File: src/rtl/nestLoopPkg.sv
package nestLoopPkg;

  // Source of the next program counter value
  typedef enum logic [2:0] {
    PC_HOLD  = 3'd0,
    PC_INC   = 3'd1,
    PC_JUMP  = 3'd2,
    PC_LOOP  = 3'd3,
    PC_ENTER = 3'd4
  } pcSelT;

  // Strobes from the control to the datapath
  typedef struct packed {
    logic  push;
    logic  pop;
    logic  dec;
    logic  setOvf;
    pcSelT pcSel;
  } seqStrobeT;

endpackage

File: src/rtl/loopCtrl.sv
module loopCtrl
  import nestLoopPkg::*;
#(
  parameter int PC_W      = 10,
  parameter int CNT_W     = 8,
  parameter int MAX_DEPTH = 4,
  parameter int ENABLE    = 1,
  localparam int LVL_W    = $clog2(MAX_DEPTH + 1)
) (
  input  logic             step,
  input  logic             brTaken,
  input  logic             rptValid,
  input  logic [PC_W-1:0]  pc,
  input  logic [PC_W-1:0]  topEnd,
  input  logic [CNT_W-1:0] topCnt,
  input  logic [LVL_W-1:0] level,
  output seqStrobeT        strobe
);

  localparam logic [PC_W-1:0] END_INF = {PC_W{1'b1}};

  logic rptEff;
  logic atMax;
  logic endHit;

  generate
    if (ENABLE != 0) begin : gRptOn
      assign rptEff = rptValid;
    end else begin : gRptOff
      assign rptEff = rptValid & 1'b0;
    end
  endgenerate

  assign atMax  = (level == LVL_W'(MAX_DEPTH));
  assign endHit = (level != '0) && (topEnd != END_INF) && (pc == topEnd);

  always_comb begin
    strobe       = '0;
    strobe.pcSel = PC_HOLD;
    if (step) begin
      if (brTaken) begin
        strobe.pcSel = PC_JUMP;
      end else if (rptEff) begin
        if (atMax) begin
          strobe.setOvf = 1'b1;
          strobe.pcSel  = PC_INC;
        end else begin
          strobe.push  = 1'b1;
          strobe.pcSel = PC_ENTER;
        end
      end else if (endHit) begin
        if (topCnt != '0) begin
          strobe.dec   = 1'b1;
          strobe.pcSel = PC_LOOP;
        end else begin
          strobe.pop   = 1'b1;
          strobe.pcSel = PC_INC;
        end
      end else begin
        strobe.pcSel = PC_INC;
      end
    end
  end

endmodule

File: src/rtl/loopStack.sv
module loopStack
  import nestLoopPkg::*;
#(
  parameter int PC_W      = 10,
  parameter int CNT_W     = 8,
  parameter int MAX_DEPTH = 4,
  parameter int ENABLE    = 1,
  localparam int LVL_W    = $clog2(MAX_DEPTH + 1),
  localparam int ENTRIES  = MAX_DEPTH + 1
) (
  input  logic             clk,
  input  logic             rstN,
  input  seqStrobeT        strobe,
  input  logic [PC_W-1:0]  brTarget,
  input  logic [CNT_W-1:0] rptCount,
  input  logic [PC_W-1:0]  rptStart,
  input  logic [PC_W-1:0]  rptEnd,
  output logic [PC_W-1:0]  pc,
  output logic [LVL_W-1:0] level,
  output logic             overflow,
  output logic [PC_W-1:0]  topStart,
  output logic [PC_W-1:0]  topEnd,
  output logic [CNT_W-1:0] topCnt
);

  localparam logic [PC_W-1:0] END_INF = {PC_W{1'b1}};

  logic [PC_W-1:0]  startArr [ENTRIES];
  logic [PC_W-1:0]  endArr   [ENTRIES];
  logic [CNT_W-1:0] cntArr   [ENTRIES];
  logic [PC_W-1:0]  pcNext;

  // Entry 0 is the implicit, never ending outermost level
  assign startArr[0] = '0;
  assign endArr[0]   = END_INF;
  assign cntArr[0]   = '0;

  generate
    for (genvar g = 1; g < ENTRIES; g++) begin : gLvl
      if (ENABLE != 0) begin : gLive
        logic [PC_W-1:0]  sQ;
        logic [PC_W-1:0]  eQ;
        logic [CNT_W-1:0] cQ;
        always_ff @(posedge clk or negedge rstN) begin
          if (!rstN) begin
            sQ <= '0;
            eQ <= END_INF;
            cQ <= '0;
          end else if (strobe.push && (level == LVL_W'(g - 1))) begin
            sQ <= rptStart;
            eQ <= rptEnd;
            cQ <= rptCount;
          end else if (strobe.dec && (level == LVL_W'(g))) begin
            cQ <= cQ - CNT_W'(1);
          end
        end
        assign startArr[g] = sQ;
        assign endArr[g]   = eQ;
        assign cntArr[g]   = cQ;
      end else begin : gTied
        assign startArr[g] = '0;
        assign endArr[g]   = END_INF;
        assign cntArr[g]   = '0;
      end
    end
  endgenerate

  assign topStart = startArr[level];
  assign topEnd   = endArr[level];
  assign topCnt   = cntArr[level];

  always_comb begin
    unique case (strobe.pcSel)
      PC_INC:   pcNext = pc + PC_W'(1);
      PC_JUMP:  pcNext = brTarget;
      PC_LOOP:  pcNext = topStart;
      PC_ENTER: pcNext = rptStart;
      default:  pcNext = pc;
    endcase
  end

  always_ff @(posedge clk or negedge rstN) begin
    if (!rstN) begin
      pc       <= '0;
      level    <= '0;
      overflow <= 1'b0;
    end else begin
      pc <= pcNext;
      if (strobe.push) begin
        level <= level + LVL_W'(1);
      end else if (strobe.pop) begin
        level <= level - LVL_W'(1);
      end
      if (strobe.setOvf) begin
        overflow <= 1'b1;
      end
    end
  end

endmodule

File: src/rtl/nestLoopPc.sv
module nestLoopPc
  import nestLoopPkg::*;
#(
  parameter int PC_W      = 10,
  parameter int CNT_W     = 8,
  parameter int MAX_DEPTH = 4,
  parameter int ENABLE    = 1,
  localparam int LVL_W    = $clog2(MAX_DEPTH + 1)
) (
  input  logic             clk,
  input  logic             rstN,
  input  logic             step,
  input  logic             brTaken,
  input  logic [PC_W-1:0]  brTarget,
  input  logic             rptValid,
  input  logic [CNT_W-1:0] rptCount,
  input  logic [PC_W-1:0]  rptStart,
  input  logic [PC_W-1:0]  rptEnd,
  output logic [PC_W-1:0]  pc,
  output logic [LVL_W-1:0] depth,
  output logic             overflow
);

  seqStrobeT        strobe;
  logic [PC_W-1:0]  topStart;
  logic [PC_W-1:0]  topEnd;
  logic [CNT_W-1:0] topCnt;
  logic [LVL_W-1:0] level;

  loopCtrl #(
    .PC_W(PC_W), .CNT_W(CNT_W), .MAX_DEPTH(MAX_DEPTH), .ENABLE(ENABLE)
  ) uCtrl (
    .step(step), .brTaken(brTaken), .rptValid(rptValid), .pc(pc),
    .topEnd(topEnd), .topCnt(topCnt), .level(level), .strobe(strobe)
  );

  loopStack #(
    .PC_W(PC_W), .CNT_W(CNT_W), .MAX_DEPTH(MAX_DEPTH), .ENABLE(ENABLE)
  ) uStack (
    .clk(clk), .rstN(rstN), .strobe(strobe), .brTarget(brTarget),
    .rptCount(rptCount), .rptStart(rptStart), .rptEnd(rptEnd),
    .pc(pc), .level(level), .overflow(overflow),
    .topStart(topStart), .topEnd(topEnd), .topCnt(topCnt)
  );

  assign depth = level;

endmodule

File: config.mk
export PLATFORM = sky130hd
export DESIGN_NAME = nestLoopPc
export DESIGN_NICKNAME = d
export VERILOG_FILES = /design/src/rtl/nestLoopPkg.sv /design/src/rtl/loopCtrl.sv /design/src/rtl/loopStack.sv /design/src/rtl/nestLoopPc.sv
export SDC_FILE = /design/constraint.sdc
export NUM_CORES = 1
export LEC_CHECK = 0
export ABC_AREA = 1
export ABC_CLOCK_PERIOD_IN_PS = 2200
export BUFFER_PORTS_ARGS = -buffer_cell sky130_fd_sc_hd__buf_2
export CAP_MARGIN = 25
export CORE_MARGIN = 5
export CORE_UTILIZATION = 25
export DETAILED_ROUTE_END_ITERATION = 12
export GPL_TIMING_DRIVEN = 0
export PLACE_DENSITY = 0.38
export SLEW_MARGIN = 15
export SYNTH_ARGS = -nofsm -noshare
export SYNTH_HDL_FRONTEND = slang
export SYNTH_SLANG_ARGS = --single-unit
File: constraint.sdc
create_clock -name clk -period 2.2 [get_ports clk]
set_clock_uncertainty 0.05 [all_clocks]
set_input_delay 0.44 -clock clk [delete_from_list [all_inputs] [get_ports clk]]
set_output_delay 0.44 -clock clk [all_outputs]
set_load 0.02 [all_outputs]
## Yosys cells after proc, flatten, opt, wreduce, memory -nomap -nowiden

Index checks and enable logic that the tools add are counted.

- Bits in registers: 126
- Output and inout bits: 14
- Word-level logic and storage cells: 88

- Add/subtract/negate cells: 7
- $lt $le $gt $ge: 1
- Equal/unequal tests: 10
- Mux-type cells: 35
- Bitwise operators: 1
- Reductions and logical operators: 19

Operators with widths:

| kind | number |
|---|---|
| $mux W8 | 10 |
| $bmux W10 S3 | 2 |
| $mux W10 | 4 |
| $pmux W10 S4 | 1 |
| $sub A8 B1 Y8 const B | 4 |
| $bmux W8 S3 | 1 |
| $mux W3 | 6 |
| $eq A3 B2 Y1 const B | 4 |
| $add A10 B1 Y10 const B | 1 |
| $eq A10 B10 Y1 | 1 |
| $logic_and A1 B1 Y1 | 10 |
| $ne A10 B10 Y1 const B | 1 |
| $reduce_bool A2 Y1 | 5 |
| $reduce_bool A8 Y1 | 1 |
| $mux W7 | 1 |
| $eq A3 B1 Y1 const B | 2 |
| $eq A3 B3 Y1 const B | 2 |
| $mux W1 | 6 |
| $mux W2 | 3 |
| $ge A4 B4 Y1 const B | 1 |
| $mux W4 | 1 |
| $not A3 Y4 | 1 |
| $reduce_bool A4 Y1 | 1 |
| $add A3 B1 Y3 const B | 1 |
| 3 further kinds | 3 |

## Longest topological paths before layout

Gate-level depths: netlist (run 1).

- Depth after elaboration: 14
- Mapped depth: 20

## Modules after synthesis

Synthesis (run 1) repeated with hierarchy kept, for this count alone.

- Cell total of the unflattened synthesis: 991
- Area, all modules: 7323.3 µm²

Modules (own cells, without submodules):

| module | instances | cells each | area each (µm²) | seq. area each (µm²) |
|---|---|---|---|---|
| loopStack | 1 | 900 | 6951.7 | 3203.1 |
| loopCtrl | 1 | 91 | 371.6 | 0.0 |

## Worst setup path before layout (run 1)

OpenSTA, ideal clock, no wires.

- Path kind: register to register
- Start point: register uStack.level[0]
- End point: register uStack.gLvl[1].gLive.cQ[4]
- Setup time: 0.083 ns
- Data arrival time: 2.443 ns
- Path slack: -0.376 ns
- Cell stages (with the launch flop): 15
- Path buffers: 3
- Cells stage by stage: dfrtp_1 -> inv_2 -> buf_2 -> buf_1 -> ha_1 -> nand2_1 -> inv_1 -> nor2_1 -> nand2_1 -> nor2_1 -> inv_2 -> clkbuf_1 -> o21ai_0 -> nand2_1 -> o21ai_0

- Longest elaborated chain between the ends: 13

RTL lines:

| item | line | RTL |
|---|---|---|
| start: declaration | loopStack.sv:19 | `output logic [LVL_W-1:0] level,` |
| start signal: assignment | loopStack.sv:90 | `level <= level + LVL_W'(1);` |
| start signal: assignment | loopStack.sv:92 | `level <= level - LVL_W'(1);` |
| $not A3 Y4 (implied by the code) | loopStack.sv:69, loopStack.sv:70 |  |
| $bmux W10 S3 | loopStack.sv:69 | `assign topEnd = endArr[level];` |
| $mux W10 (implied by the code) (2 in a row) | loopStack.sv:69 |  |
| $ne A10 B10 Y1 | loopCtrl.sv:35 | `assign endHit = (level != '0) && (topEnd != END_INF) && (pc == topEnd);` |
| $logic_and A1 B1 Y1 (2 in a row) | loopCtrl.sv:35 |  |
| $mux W2 | loopCtrl.sv:51 | `end else if (endHit) begin` |
| $mux W2 | loopCtrl.sv:43 | `end else if (rptEff) begin` |
| $mux W4 | loopCtrl.sv:41 | `if (brTaken) begin` |
| $mux W7 | loopCtrl.sv:40 | `if (step) begin` |
| $logic_and A1 B1 Y1 | loopStack.sv:53 | `end else if (strobe.dec && (level == LVL_W'(g))) begin` |
| $reduce_bool A2 Y1 (no source line) | -- |  |
| end signal: assignment | loopStack.sv:52 | `cQ <= rptCount;` |
| end signal: assignment | loopStack.sv:54 | `cQ <= cQ - CNT_W'(1);` |
| end: declaration | loopStack.sv:43 | `logic [CNT_W-1:0] cQ;` |

Several ways; a longest one is shown, not always the timed one. The select of a mux whose other input is x is not followed.
A chain may end at the register's enable or synchronous reset.

## Worst setup path after layout (run 1)

- Start point: register uStack.level[0]
- End point: register uStack.gLvl[2].gLive.cQ[7]

- Longest elaborated chain between the ends: 13

RTL lines:

| item | line |
|---|---|
| $not A3 Y4 (implied by the code) | loopStack.sv:69, loopStack.sv:70 |
| $bmux W10 S3 | loopStack.sv:69 |
| $mux W10 (implied by the code) (2 in a row) | loopStack.sv:69 |
| $ne A10 B10 Y1 | loopCtrl.sv:35 |
| $logic_and A1 B1 Y1 (2 in a row) | loopCtrl.sv:35 |
| $mux W2 | loopCtrl.sv:51 |
| $mux W2 | loopCtrl.sv:43 |
| $mux W4 | loopCtrl.sv:41 |
| $mux W7 | loopCtrl.sv:40 |
| $logic_and A1 B1 Y1 | loopStack.sv:53 |
| $reduce_bool A2 Y1 (no source line) | -- |
| end signal: assignment | loopStack.sv:52 |
| end signal: assignment | loopStack.sv:54 |
| end: declaration | loopStack.sv:43 |

Several ways; a longest one is shown, not always the timed one. The select of a mux whose other input is x is not followed.

==> results of run 1 <==
[path summary, 6_finish.rpt]
kind                            depth (start not counted)                          to
worst max-delay path                                   20  uStack.gLvl[2].gLive.cQ[7]
worst min-delay path                                    3  uStack.gLvl[3].gLive.eQ[6]
worst max register to register                         20  uStack.gLvl[2].gLive.cQ[7]
worst min register to register                          2  uStack.gLvl[2].gLive.eQ[9]
max in group asynchronous                               3  uStack.gLvl[1].gLive.eQ[9]
min in group asynchronous                               2  uStack.gLvl[2].gLive.cQ[1]
[timing repair]
action                                 in CTS  in global routing
resized for setup                         152                280
hold buffers                                1                  0
setup endpoints to repair                 125                119
setup buffers                              20                 19
cloned                                      6                 12
pin swaps                                  27                 25
endpoints found under the hold margin      60                  0
[critical path: stages, from the launching register on]
cell and delay, ns:
sky130_fd_sc_hd__dfrtp_2 0.45, sky130_fd_sc_hd__clkinv_4 0.16, sky130_fd_sc_hd__buf_16 0.18, sky130_fd_sc_hd__nand2_2 0.05
sky130_fd_sc_hd__nand3_2 0.06, sky130_fd_sc_hd__nand2_2 0.08, sky130_fd_sc_hd__nand2_2 0.06, sky130_fd_sc_hd__nand2_2 0.07
sky130_fd_sc_hd__nand2_1 0.05, sky130_fd_sc_hd__nand2_1 0.06, sky130_fd_sc_hd__nand2_1 0.06, sky130_fd_sc_hd__nor2_1 0.11
sky130_fd_sc_hd__nand2_2 0.08, sky130_fd_sc_hd__nor2_4 0.20, sky130_fd_sc_hd__nand3_2 0.12, sky130_fd_sc_hd__nor2_4 0.14
sky130_fd_sc_hd__nand2_2 0.09, sky130_fd_sc_hd__nand2_4 0.13, sky130_fd_sc_hd__buf_6 0.13, sky130_fd_sc_hd__o21ai_1 0.07
sky130_fd_sc_hd__nand2_1 0.07
[metal layers]
layer | vias to the layer above | share of wire | track usage
li1 | 3446 | - | -
met1 | 3346 | 0.48 | 0.233
met2 | 115 | 0.48 | 0.288
met3 | 18 | 0.032 | 0.0307
met4 | 0 | 0.010 | 0.0368
met5 | - | 0 | 0
[per-stage QoR]
step           hold slack (ns)  std cells  power, mW  worst slack (ns)   util
2_1_floorplan           0.0944        980       7.04          -0.00843      -
3_3_place_gp             0.417       1413       8.46             -1.64  0.283
3_5_place_dp             0.370       1414       8.47            -0.814  0.285
4_1_cts                  0.246       1473       12.4            -0.294  0.334
5_1_grt                  0.271       1504       14.3            -0.533  0.374
6_report                 0.257       1504       13.4            -0.328  0.374
[where the power goes]
group / total [mW] / switching [mW] / internal, mW
clock: 3.11 / 1.15 / 1.96
combinational: 6.01 / 3.46 / 2.55
sequential: 4.26 / 0.805 / 3.46
[cell usage in the layout (no fill, tap or decap), types with 31 or more instances in the layout]
master and n:
sky130_fd_sc_hd__nor2_1 46, sky130_fd_sc_hd__dfrtp_1 83, sky130_fd_sc_hd__nand2_1 236, sky130_fd_sc_hd__dfstp_2 40, sky130_fd_sc_hd__nand3_1 32, sky130_fd_sc_hd__inv_1 89, sky130_fd_sc_hd__o21ai_2 52, sky130_fd_sc_hd__o21ai_1 51
sky130_fd_sc_hd__o21ai_0 51, sky130_fd_sc_hd__nand2_2 69, sky130_fd_sc_hd__buf_2 55, sky130_fd_sc_hd__a21oi_1 31
[synth_stat cells, drive strengths merged]
cell type / n / area (um^2)
a21oi: 33 / 165
a31o: 1 / 8.76
a31oi: 1 / 6.26
buf: 15 / 91.3
clkbuf: 31 / 116
dfrtp: 86 / 2150
dfstp: 40 / 1050
ha: 11 / 138
inv: 96 / 360
nand2: 335 / 1260
nand3: 46 / 230
nand3b: 2 / 15.0
nand4: 24 / 156
nor2: 60 / 238
nor3: 10 / 50.1
o211ai: 3 / 22.5
o21ai: 155 / 776
o221ai: 3 / 26.3
or2: 7 / 43.8
xnor2: 2 / 17.5
xor2: 19 / 166
[area by class of cell]
class / count / area, um^2 / share of cell area
flip-flops and latches: 126 / 3210 / 0.307
clock buffers: 19 / 453 / 0.0433
clock inverters: 13 / 186 / 0.0178
multi-input cells: 715 / 4160 / 0.398
plain buffers: 46 / 578 / 0.0553
repair buffers: 111 / 1010 / 0.0970
inverters: 96 / 383 / 0.0366
well taps: 378 / 473 / 0.0453
[logic make-up (layout without fill, tap and decap cells)]
logic type / count (synthesis) / in the layout / synth area share
and+or+nand+nor: 484 / 487 / 0.281
AOI/OAI and AO/OA: 196 / 196 / 0.142
buffers and inverters: 142 / 285 / 0.0801
DFF: 126 / 126 / 0.452
xor gates and xnor gates: 21 / 21 / 0.0259
adders and majority gates: 11 / 11 / 0.0194
[flip-flops by register name, indices dropped and copies added (netlist names)]
signal                cells
uStack.gLvl.gLive.cQ     32
uStack.pc                10
uStack.overflow           1
uStack.level              3
uStack.gLvl.gLive.eQ     40
uStack.gLvl.gLive.sQ     40
==> flow_metrics.tcl, run 1 <==
set metrics [dict create \
    cts_tree "yes" \
    cp_data_arrival_time_ns 2.84 \
    finish.instance_area_um2 10400 \
    timing.final.crit_period_ns 2.53 \
    insertion_delay_ns 0.43 \
    insertedDiodeCount 0 \
    nets 1167 \
    final-max-slew-violation-count 0 \
    rows 61 \
    core_um2 27900 \
    fp.dieH_um 178 \
    outcome "finished with violations" \
    reg2reg_slack_ns -0.33 \
    dp_area_um2 7950 \
    cts.sink_count 126 \
    worstSetupStartpointType "flop" \
    clk_root_buffer_cell "sky130_fd_sc_hd__clkbuf_16" \
    timing.final.hold_violations 0 \
    critical_path.reg2reg.startpoint "uStack.level[0]" \
    ios 57 \
    tns_ns -14.97 \
    numPortBuffers 55 \
    first_global_vias 6886 \
    h_tree_level_count 4 \
    setup_viol 90 \
    clock_transition_at_the_registers_of_the_reported_paths_ns 0.06 \
    synth.avg_cell_area_um2 7.24 \
    fp.dieArea_um2 31800 \
    finalCritPeriodShare 1.15 \
    grt_antenna_before_repair 0 \
    irDropWorstVdd_mv 0.736 \
    fmax_mhz 396 \
    power.density_cell_area_nw_per_um2 1280 \
    post_drt_wl_per_cell_um 18.7 \
    hold_sp "rptEnd[6]" \
    ys_warn_count 0 \
    ys_seq_area_frac 0.452 \
    worst_setup_path_end_kind "flop" \
    inserted_clock_buffers 17 \
    largest_net_degree_at_the_start_of_global_routing 67 \
    synth_cell_type_count 30 \
    failed_checks "negative setup slack" \
    crit_fanout 5 \
    ant_nets 0 \
    timing.critical_path.required_ns 2.51 \
    grt_util_all_layers 0.172 \
    post_synth_instance_area_um2 7090 \
    max_slew_margin 0.429 \
    crit_type "flop to flop" \
    grt.overflow.total 0 \
    layout-area-overhead-vs-synth_pct 47.3 \
    die_width_um 178 \
    cellLeakagePower_nw 4.92 \
    grt_setup_unrepaired "true" \
    final_layout_size_suffix_gt1_frac 0.379 \
    worst_slew_pin_slew_ns 0.856 \
    fillerInstances 2949 \
    syn_nets 1034 \
    drv_cap 0 \
    timing.critical_path.from "uStack.level[0]" \
    wl_mm 28.1 \
    synthesis.instances 980 \
    drt_drc_violations_left 0 \
    initial_cell_density_of_the_core 0.254 \
    post_drt_via_cell_ratio 4.60 \
    post-route-worst-setup-slack_ns -0.328 \
    gp_congestion 0.802 \
    detailed_place_hpwl_mm 18.0 \
    ys_seq_elements 126 \
    dr.pass1.iters 5 \
    grt_first_pass_wirelength_mm 40.9 \
    drtIter0Drc 417 \
    min_path_type "input port to flop" \
    via_count 6925 \
    ctsLongestPathBuffers 2 \
]
Power figures use the tool's default switching activity.
==> inputs of run 2 (changes only) <==
--- a/config.mk
+++ b/config.mk
@@ -14,6 +14,7 @@
 export DETAILED_ROUTE_END_ITERATION = 12
 export GPL_TIMING_DRIVEN = 0
 export PLACE_DENSITY = 0.38
+export SETUP_SLACK_MARGIN = 0.15
 export SLEW_MARGIN = 15
 export SYNTH_ARGS = -nofsm -noshare
 export SYNTH_HDL_FRONTEND = slang
==> flow_metrics.tcl, run 2 (synthesis results as in run 1) <==
set metrics [dict create \
    outcome "finished with violations" \
    failed_checks "negative setup slack" \
    grt_antenna_before_repair 0 \
    insertion_delay_ns 0.43 \
    gp_congestion 0.788 \
    critical-path-max-stage-delay_ns 0.46 \
    h_tree_level_count 4 \
    worst_setup_path_end_kind "flop" \
    power.share.clock 0.217 \
    detailed_place_hpwl_mm 18.1 \
    timing.rr.end "uStack.gLvl[2].gLive.cQ[5]" \
    power.density_cell_area_nw_per_um2 1240 \
    insertedDiodeCount 0 \
    register_to_register_path_depth 19 \
    fmax_mhz 392 \
    irDropWorstVdd_mv 0.525 \
    layout-area-overhead-vs-synth_pct 46.6 \
    post-route-worst-setup-slack_ns -0.349 \
    cts.sink_count 126 \
    power.share.combinational 0.454 \
    worstSetupPathDepth 19 \
    netSwitchingFraction 0.415 \
    cp_num_buf_inv 3 \
    nets 1172 \
    power.share.sequential 0.329 \
    numPortBuffers 55 \
    dr.pass1.iters 5 \
    grt_util_all_layers 0.176 \
    cts_tree "yes" \
    worst_slew_pin_slew_ns 0.653 \
    via_count 7016 \
    rows 61 \
    ctsLongestPathBuffers 2 \
    final_common_cell "sky130_fd_sc_hd__nand2_1" \
    wl_mm 28.1 \
    critical_path.reg2reg.startpoint "uStack.level[0]" \
    timing.critical_path.from "uStack.level[0]" \
    commonest_non_fill_non_tap_cells_in_the_layout "244 x sky130_fd_sc_hd__nand2_1, 88 x sky130_fd_sc_hd__inv_1, 83 x sky130_fd_sc_hd__dfrtp_1" \
    total_switching_power_mw 5.36 \
    initial_cell_density_of_the_core 0.254 \
    cp_top_family "simple AND/OR/NAND/NOR gates" \
    power_mw 12.9 \
    ant_nets 0 \
    crit_fanout 6 \
    ios 57 \
    timing.final.crit_period_ns 2.55 \
    first_global_vias 6948 \
    seq_area_um2 3210 \
    grt.overflow.total 0 \
    clk_root_buffer_cell "sky130_fd_sc_hd__clkbuf_16" \
    drv_cap 0 \
    post_drt_via_cell_ratio 4.65 \
    core_um2 27900 \
    fillerInstances 3028 \
    worst_hold_slack_ns 0.277 \
    grt_setup_unrepaired "true" \
    final_layout_size_suffix_gt1_frac 0.370 \
    crit_type "flop to flop" \
    post_drt_wl_per_cell_um 18.6 \
    drt_drc_violations_left 0 \
    worstSetupStartpointType "flop" \
    multi_input_comb_area_um2 4120 \
    timing.critical_path.to "uStack.gLvl[2].gLive.cQ[5]" \
    cellLeakagePower_nw 4.96 \
    drtIter0Drc 328 \
    fp.dieArea_um2 31800 \
    numPlacedInstances 1414 \
    inserted_clock_buffers 17 \
    finish.cell_count_without_fillers 1509 \
    max_slew_margin 0.565 \
    finalCritPeriodShare 1.16 \
    reg2reg_slack_ns -0.35 \
    fp.dieH_um 178 \
    place_ws_ns -0.643 \
    final-max-slew-violation-count 0 \
    setup_viol 84 \
    timing.final.hold_violations 0 \
    clock_transition_at_the_registers_of_the_reported_paths_ns 0.06 \
    crit_chain "clkinv_4 > nand2_8 > nor2_4 > nand2_2 > nand2_2 > nand2_1 > nand2_1 > nand2_1 > nor2_1 > nand2_2 > nor2_4 > buf_12 > nand3_4 > nor2_4 > nand2_2 > nand2_4 > buf_6 > nand2_1 > o21ai_1" \
    timing.critical_path.required_ns 2.50 \
    die_width_um 178 \
    cell_internal_pwr_mw 7.56 \
    reg_top3 "uStack.gLvl.gLive.eQ: 40 flops, uStack.gLvl.gLive.sQ: 40 flops, uStack.gLvl.gLive.cQ: 32 flops" \
    largest_net_degree_at_the_start_of_global_routing 75 \
    min_path_type "input port to flop" \
    cp_data_arrival_time_ns 2.85 \
    critPathSlowestCell "sky130_fd_sc_hd__dfrtp_2" \
    grt_first_pass_wirelength_mm 42.2 \
]
[run 2: cell types whose count changed in the layout (fill, tap and decap cells not counted), sizes merged, moves of 2 or more]
cell	change
clkinv	+2
buf	+2
bufinv	-3
clkbuf	+4
inv	+4
clkinvlp	-3
[run 2: tightest hold or removal path, delay by kind of cell]
family	cells	cell delay, ns
compound gates	1	0.08
buf+inv	2	0.23
[run 2: worst min path at each step]
stage / from / end / cells after the start
after floorplan: rstN / uStack.gLvl[1].gLive.cQ[0] / 0
after global placement: uStack.gLvl[2].gLive.sQ[5] / uStack.gLvl[2].gLive.sQ[5] / 2
after detailed placement: rstN / uStack.gLvl[2].gLive.cQ[3] / 1
after CTS: rptEnd[7] / uStack.gLvl[2].gLive.eQ[7] / 3
after global routing: rptValid / uStack.overflow / 2
final: rptEnd[5] / uStack.gLvl[1].gLive.eQ[5] / 3
[run 2: stage by stage]
step,TNS [ns],instance area (um^2),util
after global routing,-28.64,10400,0.372
after CTS,-9.34,9820,0.352
final,-16.49,10400,0.372
after detailed placement,-59.98,8010,0.287
after floorplan,0,7220,-
after global placement,-202.54,7970,0.285
[run 2: layout make-up]
cell class / count / share of cell area
buffer: 45 / 0.0624
clock buffer: 19 / 0.0437
clock inverter: 13 / 0.0103
inverter: 96 / 0.0368
multi-input combinational: 714 / 0.396
sequential: 126 / 0.308
tap: 378 / 0.0455
timing repair buffer: 118 / 0.0970
[run 2: power by group through the flow]
stage / Sequential [mW] / Combinational [mW] / Clock [mW]
2_1_floorplan: 4.03 / 3.05 / 0
3_3_place_gp: 4.16 / 4.32 / 0
3_5_place_dp: 4.16 / 4.34 / 0
4_1_cts: 4.17 / 5.36 / 2.88
5_1_grt: 4.37 / 6.51 / 2.98
6_report: 4.25 / 5.86 / 2.81
[run 2: per-layer routing]
layer	track usage	share of wire	vias to the layer above
met1	0.245	0.49	3414
met4	0.0422	0.015	0
met3	0.0267	0.029	29
li1	-	-	3459
met2	0.289	0.47	114
met5	0	0	-
[run 2: what timing repair did]
item                       CTS  global route
hold buffers                 1             0
gates cloned                12             5
resized for setup          246           138
buffers inserted            32            15
hold endpoints to repair    36             0
pin swaps                   31            39
setup endpoints to repair  125           125
==> inputs of run 3 (changes only) <==
==> constraint.sdc (replaced) <==
create_clock -name clk -period 2.2 [get_ports clk]
set_clock_uncertainty 0.05 [all_clocks]
set_input_delay 0.44 -clock clk [delete_from_list [all_inputs] [get_ports clk]]
set_output_delay 0.44 -clock clk [all_outputs]
set_load 0.005 [all_outputs]
==> flow_metrics.tcl, run 3 (synthesis results as in run 1) <==
set metrics [dict create \
    fp.dieH_um 178 \
    dr.pass1.iters 4 \
    timing.rr.end "uStack.gLvl[2].gLive.cQ[7]" \
    layout-area-overhead-vs-synth_pct 43.7 \
    grt_setup_unrepaired "true" \
    clk_root_buffer_cell "sky130_fd_sc_hd__clkbuf_16" \
    nets 1159 \
    grt.overflow.total 0 \
    final_util 0.365 \
    clock_transition_at_the_registers_of_the_reported_paths_ns 0.06 \
    gp_congestion 0.812 \
    max_slew_margin 0.595 \
    worstSetupStartpointType "flop" \
    worst_slew_pin_slew_ns 0.607 \
    critical_path.reg2reg.startpoint "uStack.level[0]" \
    timing.critical_path.from "uStack.level[0]" \
    grt_antenna_before_repair 0 \
    timing.final.crit_period_ns 2.54 \
    fillerInstances 2988 \
    register_to_register_path_depth 18 \
    final-max-slew-violation-count 0 \
    outcome "finished with violations" \
    cts.sink_count 126 \
    rows 61 \
    post_drt_wl_per_cell_um 17.8 \
    final_common_cell "sky130_fd_sc_hd__nand2_1" \
    detailed_place_hpwl_mm 18.0 \
    power_mw 12.8 \
    numPortBuffers 55 \
    failed_checks "negative setup slack" \
    min_path_type "input port to flop" \
    timing.critical_path.required_ns 2.52 \
    reg2reg_slack_ns -0.34 \
    insertion_delay_ns 0.43 \
    core_um2 27900 \
    drv_cap 0 \
    final_layout_size_suffix_gt1_frac 0.343 \
    inserted_clock_buffers 17 \
    finalCritPeriodShare 1.15 \
    wl_mm 26.6 \
    cp_data_arrival_time_ns 2.86 \
    ios 57 \
    ctsLongestPathBuffers 2 \
    timing.final.hold_violations 0 \
    power.density_cell_area_nw_per_um2 1260 \
    via_count 6866 \
    timing.critical_path.to "uStack.gLvl[2].gLive.cQ[7]" \
    largest_net_degree_at_the_start_of_global_routing 76 \
    reg_top3 "uStack.gLvl.gLive.eQ: 40 flops, uStack.gLvl.gLive.sQ: 40 flops, uStack.gLvl.gLive.cQ: 32 flops" \
    crit_fanout 5 \
    die_width_um 178 \
    ant_nets 0 \
    initial_cell_density_of_the_core 0.254 \
    commonest_non_fill_non_tap_cells_in_the_layout "253 x sky130_fd_sc_hd__nand2_1, 87 x sky130_fd_sc_hd__inv_1, 84 x sky130_fd_sc_hd__dfrtp_1" \
    setup_viol 70 \
    cts_tree "yes" \
    grt_first_pass_wirelength_mm 41.2 \
    drt_drc_violations_left 0 \
    h_tree_level_count 4 \
    post_drt_via_cell_ratio 4.59 \
    insertedDiodeCount 0 \
    cellLeakagePower_nw 4.87 \
    drtIter0Drc 334 \
    irDropWorstVdd_mv 0.637 \
    crit_type "flop to flop" \
    fmax_mhz 394 \
    worst_setup_path_end_kind "flop" \
    post-route-worst-setup-slack_ns -0.340 \
    first_global_vias 7024 \
    grt_util_all_layers 0.171 \
    fp.dieArea_um2 31800 \
]
[run 3: through the flow]
stage	area [um^2]	worst slack, ns	instances	TNS [ns]	hold WS [ns]
CTS	9880	-0.264	1488	-10.55	0.221
floorplan	7170	0.0490	980	0	0.0944
detailed placement	7950	-0.768	1414	-72.57	0.345
global route	10200	-0.532	1496	-27.56	0.245
global placement	7920	-1.67	1413	-215.20	0.417
finish	10200	-0.340	1496	-14.20	0.249
[run 3: worst max-delay path, cell delays in order, from the launching register on]
cell and delay [ns]:
sky130_fd_sc_hd__dfrtp_2 0.49, sky130_fd_sc_hd__inv_8 0.14, sky130_fd_sc_hd__nand2_8 0.07, sky130_fd_sc_hd__nor2_4 0.24, sky130_fd_sc_hd__nand2_2 0.11, sky130_fd_sc_hd__nand2_2 0.07, sky130_fd_sc_hd__nand2_1 0.05, sky130_fd_sc_hd__nand2_1 0.06
sky130_fd_sc_hd__nand2_1 0.06, sky130_fd_sc_hd__nor2_1 0.09, sky130_fd_sc_hd__nand2_1 0.10, sky130_fd_sc_hd__nor2_4 0.20, sky130_fd_sc_hd__nand3_2 0.11, sky130_fd_sc_hd__nor2_4 0.16, sky130_fd_sc_hd__nand2_2 0.10, sky130_fd_sc_hd__nand2_4 0.12
sky130_fd_sc_hd__buf_6 0.13, sky130_fd_sc_hd__o21ai_2 0.05, sky130_fd_sc_hd__nand2_1 0.06
[run 3: worst min-delay path by stage]
stage / from / end / slack (ns) / cells after the start
after global placement: uStack.gLvl[3].gLive.sQ[4] / uStack.gLvl[3].gLive.sQ[4] / 0.42 / 2
final: rptEnd[7] / uStack.gLvl[3].gLive.eQ[7] / 0.25 / 3
after floorplan: rstN / uStack.gLvl[1].gLive.cQ[0] / 0.09 / 0
after CTS: rptEnd[7] / uStack.gLvl[3].gLive.eQ[7] / 0.22 / 3
after detailed placement: rstN / uStack.gLvl[2].gLive.cQ[2] / 0.34 / 1
after global routing: rptEnd[7] / uStack.gLvl[3].gLive.eQ[7] / 0.25 / 3
[run 3: cell type report]
type,count,area (um^2),area share
tap,378,473,0.0464
buffer,46,596,0.0584
clock inverter,13,188,0.0184
sequential,126,3210,0.315
inverter,96,385,0.0378
timing repair buffer,104,895,0.0878
multi-input combinational,714,4010,0.393
clock buffer,19,443,0.0435
[run 3: report_power, final]
group / internal, mW / switching, mW
Sequential: 3.45 / 0.775
Combinational: 2.37 / 3.19
Clock: 1.93 / 1.13
[run 3: what timing repair did]
item | 4_1_cts | 5_1_grt
resized for setup | 257 | 94
gates cloned | 14 | 1
pin swaps | 28 | 32
buffers inserted | 27 | 7
endpoints found under the hold margin | 51 | 0
endpoints found under the setup margin | 125 | 125
hold buffers | 1 | 0
[run 3: per-layer routing]
metal / global-route usage / wire [um] / vias up / part of all wire
li1: - / - / 3423 / -
met1: 0.241 / 13100 / 3322 / 0.49
met2: 0.273 / 12300 / 97 / 0.46
met3: 0.0299 / 725 / 24 / 0.027
met4: 0.0461 / 428 / 0 / 0.016
met5: 0 / 0 / - / 0
